==> src/rtl/rbf_pkg.sv <==
package rbf_pkg;

  // A fill is over once the threshold is met or the store cannot take more.
  function automatic bit fill_reached(int cnt, int thr, int depth);
    return (cnt >= thr) || (cnt >= depth);
  endfunction

  // Ring slot that lies 'off' places after 'head'.
  function automatic int ring_slot(int head, int off, int depth);
    return (head + off) % depth;
  endfunction

  // Next head position after a pop.
  function automatic int ring_next(int head, int depth);
    return (head == depth - 1) ? 0 : head + 1;
  endfunction

endpackage

==> src/rtl/rbf_ring.sv <==
module rbf_ring #(
  parameter int DEPTH  = 16,
  parameter int DATA_W = 8,
  localparam int AW    = $clog2(DEPTH)
) (
  input  logic              clk,
  input  logic              rst_n,
  input  logic              wr_en,
  input  logic [AW-1:0]     wr_idx,
  input  logic [DATA_W-1:0] wr_data,
  input  logic              rd_en,
  input  logic [AW-1:0]     rd_idx,
  output logic [DATA_W-1:0] rd_data
);
  logic [DATA_W-1:0] slots [DEPTH];

  always_ff @(posedge clk) begin
    if (wr_en) slots[wr_idx] <= wr_data;
  end

  always_ff @(posedge clk) begin
    if (!rst_n)     rd_data <= '0;
    else if (rd_en) rd_data <= slots[rd_idx];
  end
endmodule

==> src/rtl/rbf_fill_seq.sv <==
module rbf_fill_seq
  import rbf_pkg::*;
#(
  parameter int DEPTH = 16,
  parameter int THR_W = 5,
  localparam int AW    = $clog2(DEPTH),
  localparam int CNT_W = $clog2(DEPTH) + 1
) (
  input  logic             clk,
  input  logic             rst_n,
  input  logic [THR_W-1:0] thr,
  input  logic             thr_ie,
  input  logic             last_set,
  input  logic             receiving,
  input  logic             stopping,
  input  logic             fill_go,
  input  logic             data_rd,
  input  logic             rearm,
  input  logic             clr,
  input  logic             fetch_ack,
  output logic             fetch_req,
  output logic             wr_en,
  output logic [AW-1:0]    wr_idx,
  output logic             rd_en,
  output logic [AW-1:0]    rd_idx,
  output logic [CNT_W-1:0] count,
  output logic             hit,
  output logic             last_q,
  output logic             nack,
  output logic             rdy_set,
  output logic             rdy_clr,
  output logic             full_evt,
  output logic             fill_err,
  output logic             stop_req
);
  logic [AW-1:0] head;
  logic          filling;

  // named internal events
  logic accept, pop, start_req, start_now, start_fill, complete, met, at_full, same_thr;
  int   cnt_i, thr_i, done_i;

  always_comb begin
    cnt_i      = int'(count);
    thr_i      = int'(thr);
    accept     = !clr && filling && fetch_ack;
    pop        = !clr && data_rd && !filling && cnt_i != 0 && (receiving || stopping);
    stop_req   = !clr && data_rd && !filling && stopping && cnt_i <= 1;
    start_req  = !clr && !filling && !pop &&
                 ((rearm && receiving) || fill_go ||
                  (data_rd && cnt_i == 0 && receiving && !stopping));
    same_thr   = cnt_i == thr_i;
    start_now  = start_req && !same_thr && fill_reached(cnt_i, thr_i, DEPTH);
    start_fill = start_req && !same_thr && !fill_reached(cnt_i, thr_i, DEPTH);
    done_i     = accept ? cnt_i + 1 : cnt_i;
    complete   = (accept && fill_reached(done_i, thr_i, DEPTH)) || start_now;
    met        = done_i >= thr_i;
    at_full    = done_i == DEPTH;
    nack       = complete && met && last_q;
    full_evt   = complete && met && at_full;
    rdy_set    = complete && met && (at_full || !thr_ie);
    rdy_clr    = complete && met && !at_full && thr_ie;
    fill_err   = complete && !met;
  end

  assign fetch_req = filling;
  assign wr_en     = accept;
  assign wr_idx    = AW'(ring_slot(int'(head), cnt_i, DEPTH));
  assign rd_en     = pop;
  assign rd_idx    = head;

  always_ff @(posedge clk) begin
    if (!rst_n) begin
      count   <= '0;
      head    <= '0;
      filling <= 1'b0;
      hit     <= 1'b0;
    end else if (clr) begin
      count   <= '0;
      filling <= 1'b0;
      hit     <= 1'b0;
    end else begin
      if (rearm)      hit <= 1'b0;
      if (start_fill) filling <= 1'b1;
      if (accept)     count <= count + CNT_W'(1);
      if (pop) begin
        count <= count - CNT_W'(1);
        head  <= AW'(ring_next(int'(head), DEPTH));
      end
      if (complete) begin
        filling <= 1'b0;
        if (met) hit <= 1'b1;
      end
    end
  end

  always_ff @(posedge clk) begin
    if (!rst_n)        last_q <= 1'b0;
    else if (last_set) last_q <= 1'b1;
    else if (nack)     last_q <= 1'b0;
  end


  no_overflow_chk: assert property (@(posedge clk) disable iff (!rst_n)
    accept |-> int'(count) < DEPTH);

  hit_after_fill_chk: assert property (@(posedge clk) disable iff (!rst_n)
    (complete && met) |=> hit);

  err_at_full_chk: assert property (@(posedge clk) disable iff (!rst_n)
    fill_err |=> (int'(count) == DEPTH && !fetch_req));

  nack_marker_chk: assert property (@(posedge clk) disable iff (!rst_n)
    nack |-> last_q);

  marker_consumed_chk: assert property (@(posedge clk) disable iff (!rst_n)
    (nack && !last_set) |=> !last_q);

  pop_dec_chk: assert property (@(posedge clk) disable iff (!rst_n)
    pop |=> int'(count) == int'($past(count)) - 1);
endmodule

==> src/rtl/rbf_tx_flag.sv <==
module rbf_tx_flag #(
  parameter int THR_W = 5
) (
  input  logic             clk,
  input  logic             rst_n,
  input  logic             clr,
  input  logic             tx_sent,
  input  logic [THR_W-1:0] tx_count,
  input  logic [THR_W-1:0] tx_thr,
  input  logic             w1c,
  output logic             tx_hit
);
  logic at_thr;
  assign at_thr = tx_count == tx_thr;

  always_ff @(posedge clk) begin
    if (!rst_n)       tx_hit <= 1'b0;
    else if (clr)     tx_hit <= 1'b0;
    else if (tx_sent) tx_hit <= at_thr;
    else if (w1c)     tx_hit <= 1'b0;
  end


  tx_compare_chk: assert property (@(posedge clk) disable iff (!rst_n)
    (tx_sent && !clr) |=> (tx_hit == ($past(tx_count) == $past(tx_thr))));
endmodule

==> src/rtl/rx_burst_fifo.sv <==
module rx_burst_fifo #(
  parameter int DEPTH  = 16,
  parameter int DATA_W = 8,
  parameter int THR_W  = 5,
  localparam int CNT_W = $clog2(DEPTH) + 1
) (
  input  logic              clk,
  input  logic              rst_n,
  input  logic [THR_W-1:0]  cfg_rx_thr,
  input  logic              cfg_thr_ie,
  input  logic [THR_W-1:0]  cfg_tx_thr,
  input  logic              last_set,
  input  logic              seq_receiving,
  input  logic              seq_stopping,
  input  logic              fill_go,
  input  logic              data_rd,
  input  logic              rx_hit_w1c,
  input  logic              fetch_ack,
  input  logic [DATA_W-1:0] fetch_byte,
  input  logic              tx_sent,
  input  logic [THR_W-1:0]  tx_count,
  input  logic              tx_hit_w1c,
  input  logic              clr_fifo,
  output logic              fetch_req,
  output logic [DATA_W-1:0] rd_byte,
  output logic [CNT_W-1:0]  rx_count,
  output logic              rx_hit,
  output logic              last_pend,
  output logic              nack,
  output logic              rdy_set,
  output logic              rdy_clr,
  output logic              ef_flag,
  output logic              tx_hit,
  output logic              fill_err,
  output logic              stop_req
);
  localparam int AW = $clog2(DEPTH);

  logic          wr_en, rd_en, full_evt;
  logic [AW-1:0] wr_idx, rd_idx;

  rbf_fill_seq #(.DEPTH(DEPTH), .THR_W(THR_W)) u_seq (
    .clk(clk), .rst_n(rst_n), .thr(cfg_rx_thr), .thr_ie(cfg_thr_ie),
    .last_set(last_set), .receiving(seq_receiving), .stopping(seq_stopping),
    .fill_go(fill_go), .data_rd(data_rd), .rearm(rx_hit_w1c), .clr(clr_fifo),
    .fetch_ack(fetch_ack), .fetch_req(fetch_req), .wr_en(wr_en), .wr_idx(wr_idx),
    .rd_en(rd_en), .rd_idx(rd_idx), .count(rx_count), .hit(rx_hit),
    .last_q(last_pend), .nack(nack), .rdy_set(rdy_set), .rdy_clr(rdy_clr),
    .full_evt(full_evt), .fill_err(fill_err), .stop_req(stop_req)
  );

  rbf_ring #(.DEPTH(DEPTH), .DATA_W(DATA_W)) u_ring (
    .clk(clk), .rst_n(rst_n), .wr_en(wr_en), .wr_idx(wr_idx),
    .wr_data(fetch_byte), .rd_en(rd_en), .rd_idx(rd_idx), .rd_data(rd_byte)
  );

  rbf_tx_flag #(.THR_W(THR_W)) u_tx (
    .clk(clk), .rst_n(rst_n), .clr(clr_fifo), .tx_sent(tx_sent),
    .tx_count(tx_count), .tx_thr(cfg_tx_thr), .w1c(tx_hit_w1c), .tx_hit(tx_hit)
  );

  always_ff @(posedge clk) begin
    if (!rst_n)                   ef_flag <= 1'b0;
    else if (clr_fifo)            ef_flag <= 1'b0;
    else if (full_evt || tx_sent) ef_flag <= 1'b1;
  end


  clear_all_chk: assert property (@(posedge clk) disable iff (!rst_n)
    clr_fifo |=> (rx_count == '0 && !rx_hit && !tx_hit && !ef_flag && !fetch_req));

  ef_on_full_chk: assert property (@(posedge clk) disable iff (!rst_n)
    (full_evt && !clr_fifo) |=> ef_flag);
endmodule

==> config.mk <==
export PLATFORM = sky130hd
export DESIGN_NAME = rx_burst_fifo
export DESIGN_NICKNAME = d
export VERILOG_FILES = /design/src/rtl/rbf_pkg.sv /design/src/rtl/rbf_ring.sv /design/src/rtl/rbf_fill_seq.sv /design/src/rtl/rbf_tx_flag.sv /design/src/rtl/rx_burst_fifo.sv
export SDC_FILE = /design/constraint.sdc
export NUM_CORES = 1
export LEC_CHECK = 0
export BUFFER_PORTS_ARGS = -buffer_cell sky130_fd_sc_hd__buf_2
export CAP_MARGIN = 20
export CORE_ASPECT_RATIO = 0.9
export CORE_MARGIN = 2
export CORE_UTILIZATION = 47
export CTS_BUF_LIST = sky130_fd_sc_hd__clkbuf_4 sky130_fd_sc_hd__clkbuf_8 sky130_fd_sc_hd__clkbuf_16
export DETAILED_ROUTE_END_ITERATION = 6
export PLACE_DENSITY_LB_ADDON = 0.08
export SETUP_SLACK_MARGIN = 0.4
export SYNTH_ARGS = -nofsm -noshare
export SYNTH_HDL_FRONTEND = slang
export SYNTH_SLANG_ARGS = --single-unit
==> constraint.sdc <==
create_clock -name clk -period 3.7 [get_ports clk]
set_input_delay 0.74 -clock clk [delete_from_list [all_inputs] [get_ports clk]]
set_output_delay 0.74 -clock clk [all_outputs]
set_load 0.1 [all_outputs]
==> results of run 1 <==
-- final cells by class --
type,instances,area (um^2)
Clock inverter,14,164
Multi-Input combinational cell,226,2390
Fill cell,1105,5670
Clock buffer,18,433
Inverter,9,33.8
Timing Repair Buffer,118,815
Tap cell,193,241
Sequential cell,150,4300
-- metrics by stage --
step	utilization (%)	power (uW)	std cells	hold slack (ns)
finish	59.6	3690	728	0.455
CTS	59.4	3720	726	0.459
floorplan	-	1930	406	0.545
global placement	53.5	1990	666	0.438
detailed placement	53.5	1990	666	0.449
global route	59.6	3800	728	0.479
-- layout by cell type (no fill, tap or decap), drive strengths merged, types with 9 or more instances in the layout --
master	instances
edfxtp	128
buf	118
mux4	40
nor2	31
dfxtp	22
nand2	20
clkbuf	18
ha	17
inv	14
nand3	14
o21ai	12
xnor2	11
a21oi	11
xor2	9
-- power by group --
part	total, uW	switching, uW	internal (uW)
Sequential	1830	2.63	1830
Combinational	124	82.1	41.9
Clock	1730	710	1020
-- metal layers --
layer	up-vias	global-route usage, %	part of all wire, %
met1	2025	27.8	42
li1	1864	-	-
met4	0	7.85	1.6
met5	-	0	0
met2	133	34.3	50
met3	19	4.95	6.1
-- logic make-up (layout without fill, tap and decap cells) --
| kind of cell | after synthesis | after routing | synth area share, % |
|---|---|---|---|
| AO/OA/AOI/OAI | 46 | 46 | 4.84 |
| multiplexers | 42 | 42 | 15.3 |
| adder cells (fa/ha/maj) | 18 | 18 | 3.45 |
| AND/OR/NAND/NOR | 100 | 100 | 8.08 |
| XOR/XNOR | 20 | 20 | 2.59 |
| flip-flops | 150 | 150 | 63.4 |
| buffers and inverters | 30 | 159 | 2.30 |
-- registers in the layout (all words and copies together), names as in the netlist --
| name | cells |
|---|---|
| ef_flag | 1 |
| u_ring.rd_data | 8 |
| u_ring.slots | 128 |
| u_seq.count | 5 |
| u_seq.fetch_req | 1 |
| u_seq.hit | 1 |
| u_seq.last_q | 1 |
| u_seq.rd_idx | 4 |
| u_tx.tx_hit | 1 |
-- critical path: stages --
cell and delay (ns):
buf_6 0.09, and3b_2 0.27, nand4_1 0.15, buf_4 0.18, buf_4 0.13, buf_6 0.11, buf_4 0.12, buf_4 0.12
buf_4 0.13, buf_4 0.12, buf_4 0.12, buf_4 0.12, buf_6 0.10, buf_4 0.13, buf_4 0.12, buf_4 0.12
buf_4 0.12, buf_4 0.12, buf_4 0.12, buf_4 0.12, buf_4 0.12, buf_4 0.13, a21boi_2 0.15, a21oi_2 0.14
nor2_1 0.04
-- final timing paths --
kind                                   startpoint                 to  slack, ns  cells past startpoint
worst max register to register    u_seq.fetch_req     u_seq.count[4]       0.13                     24
worst min register to register  u_ring.rd_data[4]  u_ring.rd_data[4]       0.46                      2
worst min-delay path            u_ring.rd_data[4]  u_ring.rd_data[4]       0.46                      2
worst max-delay path                     clr_fifo     u_seq.count[4]       0.06                     25
-- timing repair --
item,CTS,global route
buffers inserted,28,2
setup endpoints to repair,4,5
resized for setup,7,6
pin swaps,5,8
==> results.md, run 1 <==
* Outcome: complete, no violations
* Post-place setup slack at 0.0313 ns
* Initial Utilization at 48.0%
* Ys async rst share at 0%
* Nets@finish at 576
* Final slew viol count at 0
* Die height at 118 um
* Core ar. at 14100 um^2
* Share of layout cells above drive strength 1 at 36.6%
* Vias in the first global route at 4087
* Vias per cell at 5.55
* Die area at 15300 um^2
* Initial antenna violation count at 0
* Drt drc at 0
* Top-area cell type share of the netlist area at 56.9%
* CP Data Required Time at 3.99 ns
* Synthesized cell area at 6750 um^2
* Total GRT Usage at 21.1%
* Worst slew pin tran at 0.677 ns
* Area Overhead vs Synth at 24.1%
* Vias at 4041
* RSZ-0062 raised after global routing: true
* YS warnings at 0
* Avg WL per Cell at 20.8 um
* Crit path capture type: flop
* Max_slew headroom at 54.3%
* Port buffer count at 58
* Final hold violation count at 0
* Sequential share of the synthesized area at 63.4%
* Final setup fails at 0
* Pleak at 0.00302 uW
* P per Cell Area at 440 nW/um^2
* Main area contributors after synthesis: edfxtp_1 (57%), mux4_1 (12%), dfxtp_1 (6.5%)
* Pin count of the biggest net entering global routing at 38
* Setup WS post-layout at 0.0607 ns
* Final HPWL DP at 9920 um
* Post-Route Setup TNS at 0 ns
* Max Cap Viol at 0
* Mapped Nets at 460
* ANT nets after route at 0
* First-pass GRT wire length at 23300 um
* Clock sink count at 150
* RePlAce Congestion at 0.806
* # rows at 41
* Clk_lat worst skew at 0.42 ns
* Critical path class: input pin to flop
* Maximum vdd drop at 0.462 mV
* First drt pass iteration count at 5
* Yosys reg bits at 150
* Worst-case clock buffer depth at 2
* Mean Syn Cell Area at 16.6 um^2
* Worst Path Max Fanout at 4
* ANT cells at 0
* Post-Route WL at 15100 um
* Tcrit/Tclk final at 98.4%
* Synth cell types at 58
* Die W at 130 um
* Most common cell in the netlist: edfxtp_1
* Gate Count Post-Synth at 406
* Critical path launch point type: input pin
* TritonCTS buffer count at 17
* Clock skew at 0.0102 ns
* Global route overflow at 0
* CTS Hold Bufs at 0
* Initial detailed-routing violation count at 334
* Post-synth top cells: edfxtp_1 (128), nor2_1 (31), mux4_1 (30), dfxtp_1 (22), nand2_1 (20)
* H-tree depth at 4
* Fmax at 275 MHz
* I/O Pins at 59
* Root Driver: clkbuf_16
* Dpl cell area at 7510 um^2
* Top cell type by total area after synthesis: edfxtp_1
* CTS tree: built
* Worst min path class: flop to flop
* Synth Flop Type: edfxtp_1
* EDFF count, synth at 128
* Min Tclk post-route at 3.64 ns
* Clock transition at path regs at 0.06 ns
* Final Cell Area at 8380 um^2
* Critical Path AT at 3.93 ns
Power figures use the tool's default switching activity.
==> run 2: changes to the inputs <==
==> constraint.sdc (replaced) <==
create_clock -name clk -period 3.2 [get_ports clk]
set_input_delay 0.64 -clock clk [delete_from_list [all_inputs] [get_ports clk]]
set_output_delay 0.64 -clock clk [all_outputs]
set_load 0.1 [all_outputs]
==> results.md, run 2 (synthesized netlist as in run 1, its figures left out) <==
* Crit path capture type: primary output
* Pin count of the biggest net entering global routing at 38
* Critical path class: input pin to primary output
* Avg WL per Cell at 19.7 um
* GR peak layer: met2
* Share of layout cells above drive strength 1 at 35.1%
* Die W at 130 um
* Commonest non-fill, non-tap cells in the layout: edfxtp_1 (128), buf_2 (54), buf_4 (44)
* Final setup fails at 4
* Fmax at 292 MHz
* Die height at 118 um
* Inst Count DP at 673
* Largest register FFs at 128
* Clk_lat worst skew at 0.42 ns
* Final HPWL DP at 9460 um
* Outcome: complete, but fails checks
* Vias per cell at 5.52
* Failing checks: setup timing
* CTS Hold Bufs at 0
* Global route overflow at 0
* Most common cell after layout, fill and taps aside: edfxtp_1
* TritonCTS buffer count at 17
* RePlAce Congestion at 0.858
* Setup WS post-layout at -0.223 ns
* Grt met2 use at 29.4%
* Vias at 3925
* Min Tclk post-route at 3.42 ns
* Port buffer count at 58
* Tcrit/Tclk final at 107%
* Initial antenna violation count at 0
* Pleak at 0.00297 uW
* CP Data Required Time at 2.56 ns
* Vias in the first global route at 3895
* CTS tree: built
* First drt pass iteration count at 5
* Total GRT Usage at 19.7%
* Worst slew pin tran at 0.625 ns
* Final slew viol count at 0
* Worst Path Max Fanout at 4
* Clock transition at path regs at 0.06 ns
* Largest registers: u_ring.slots x128, u_ring.rd_data x8, u_seq.count x5
* Post-Route Setup TNS at -0.797 ns
* Critical path launch point type: input pin
* Nets@finish at 560
* RSZ-0062 raised after global routing: true
* Top reg by flops: u_ring.slots
* Area Overhead vs Synth at 23.1%
* Core ar. at 14100 um^2
* Initial detailed-routing violation count at 273
* Worst-case clock buffer depth at 2
* # rows at 41
* First-pass GRT wire length at 21900 um
* Initial Utilization at 48.0%
* Clock skew at 0.00693 ns
* Final hold violation count at 0
* P per Cell Area at 522 nW/um^2
* Max_slew headroom at 57.8%
* I/O Pins at 59
* ANT nets after route at 0
* Post-Route WL at 14000 um
* Post-place setup slack at -0.188 ns
* ANT cells at 0
* H-tree depth at 4
* Met3 usage at 6.14%
* Die area at 15300 um^2
* Drt drc at 0
* Fin cells at 711
* Root Driver: clkbuf_16
* Maximum vdd drop at 0.422 mV
* Clock sink count at 150
* Max Cap Viol at 0
* Critical Path AT at 2.78 ns
* Worst min path class: input pin to flop
* Met1 Track Usage GR at 27.7%
## run 2: cell type report
cell class / count / area [um^2]
Clock buffer: 18 / 433
Clock inverter: 13 / 180
Fill cell: 1104 / 5750
Inverter: 9 / 33.8
Multi-Input combinational cell: 226 / 2440
Sequential cell: 150 / 4310
Tap cell: 193 / 241
Timing Repair Buffer: 102 / 681
## run 2: metrics by stage
| step | total power [uW] | area [um^2] | util [%] | hold WS (ns) |
|---|---|---|---|---|
| 2_1_floorplan | 2240 | 6850 | - | 0.545 |
| 3_3_place_gp | 2300 | 7590 | 54.0 | 0.445 |
| 3_5_place_dp | 2300 | 7590 | 54.0 | 0.450 |
| 4_1_cts | 4380 | 8270 | 58.8 | 0.422 |
| 5_1_grt | 4490 | 8310 | 59.1 | 0.421 |
| 6_report | 4340 | 8310 | 59.1 | 0.440 |
## run 2: timing repair
item | CTS | global route
setup buffers | 5 | 2
resized for setup | 8 | 5
hold endpoints to repair | 0 | 0
setup endpoints to repair | 4 | 9
pin swaps | 8 | 11
## run 2: worst paths after layout
check,startpoint,to,slack [ns],cells past startpoint
hold / removal,last_set,u_seq.last_q,0.44,3
setup reg to reg,u_seq.count[0],u_ring.slots[0][3],0.58,7
setup / recovery,clr_fifo,rdy_set,-0.22,12
hold reg to reg,u_ring.rd_data[0],u_ring.rd_data[0],0.45,2
## run 2: metal layers
layer | up-vias | part of all wire (%) | wire, um
met1 | 1976 | 46 | 6480
met4 | 0 | 1.8 | 254
li1 | 1825 | - | -
met5 | - | 0 | 0
met2 | 108 | 46 | 6510
met3 | 16 | 5.6 | 788
## run 2: power by group
group	leakage, uW	internal (uW)	switching, uW	total [uW]
sequential	0.00133	2120	2.41	2120
combinational	0.00134	50.2	95.4	146
clock	0.000299	1310	766	2070
total	0.00297	3480	863	4340
## run 2: critical path: stages
cell      delay, ns
buf_2          0.11
and3b_2        0.26
nand4_1        0.13
xnor2_1        0.25
ha_1           0.28
nand3_1        0.08
nor2_1         0.04
a311o_1        0.35
o211ai_1       0.27
buf_4          0.17
a21oi_4        0.03
buf_12         0.16
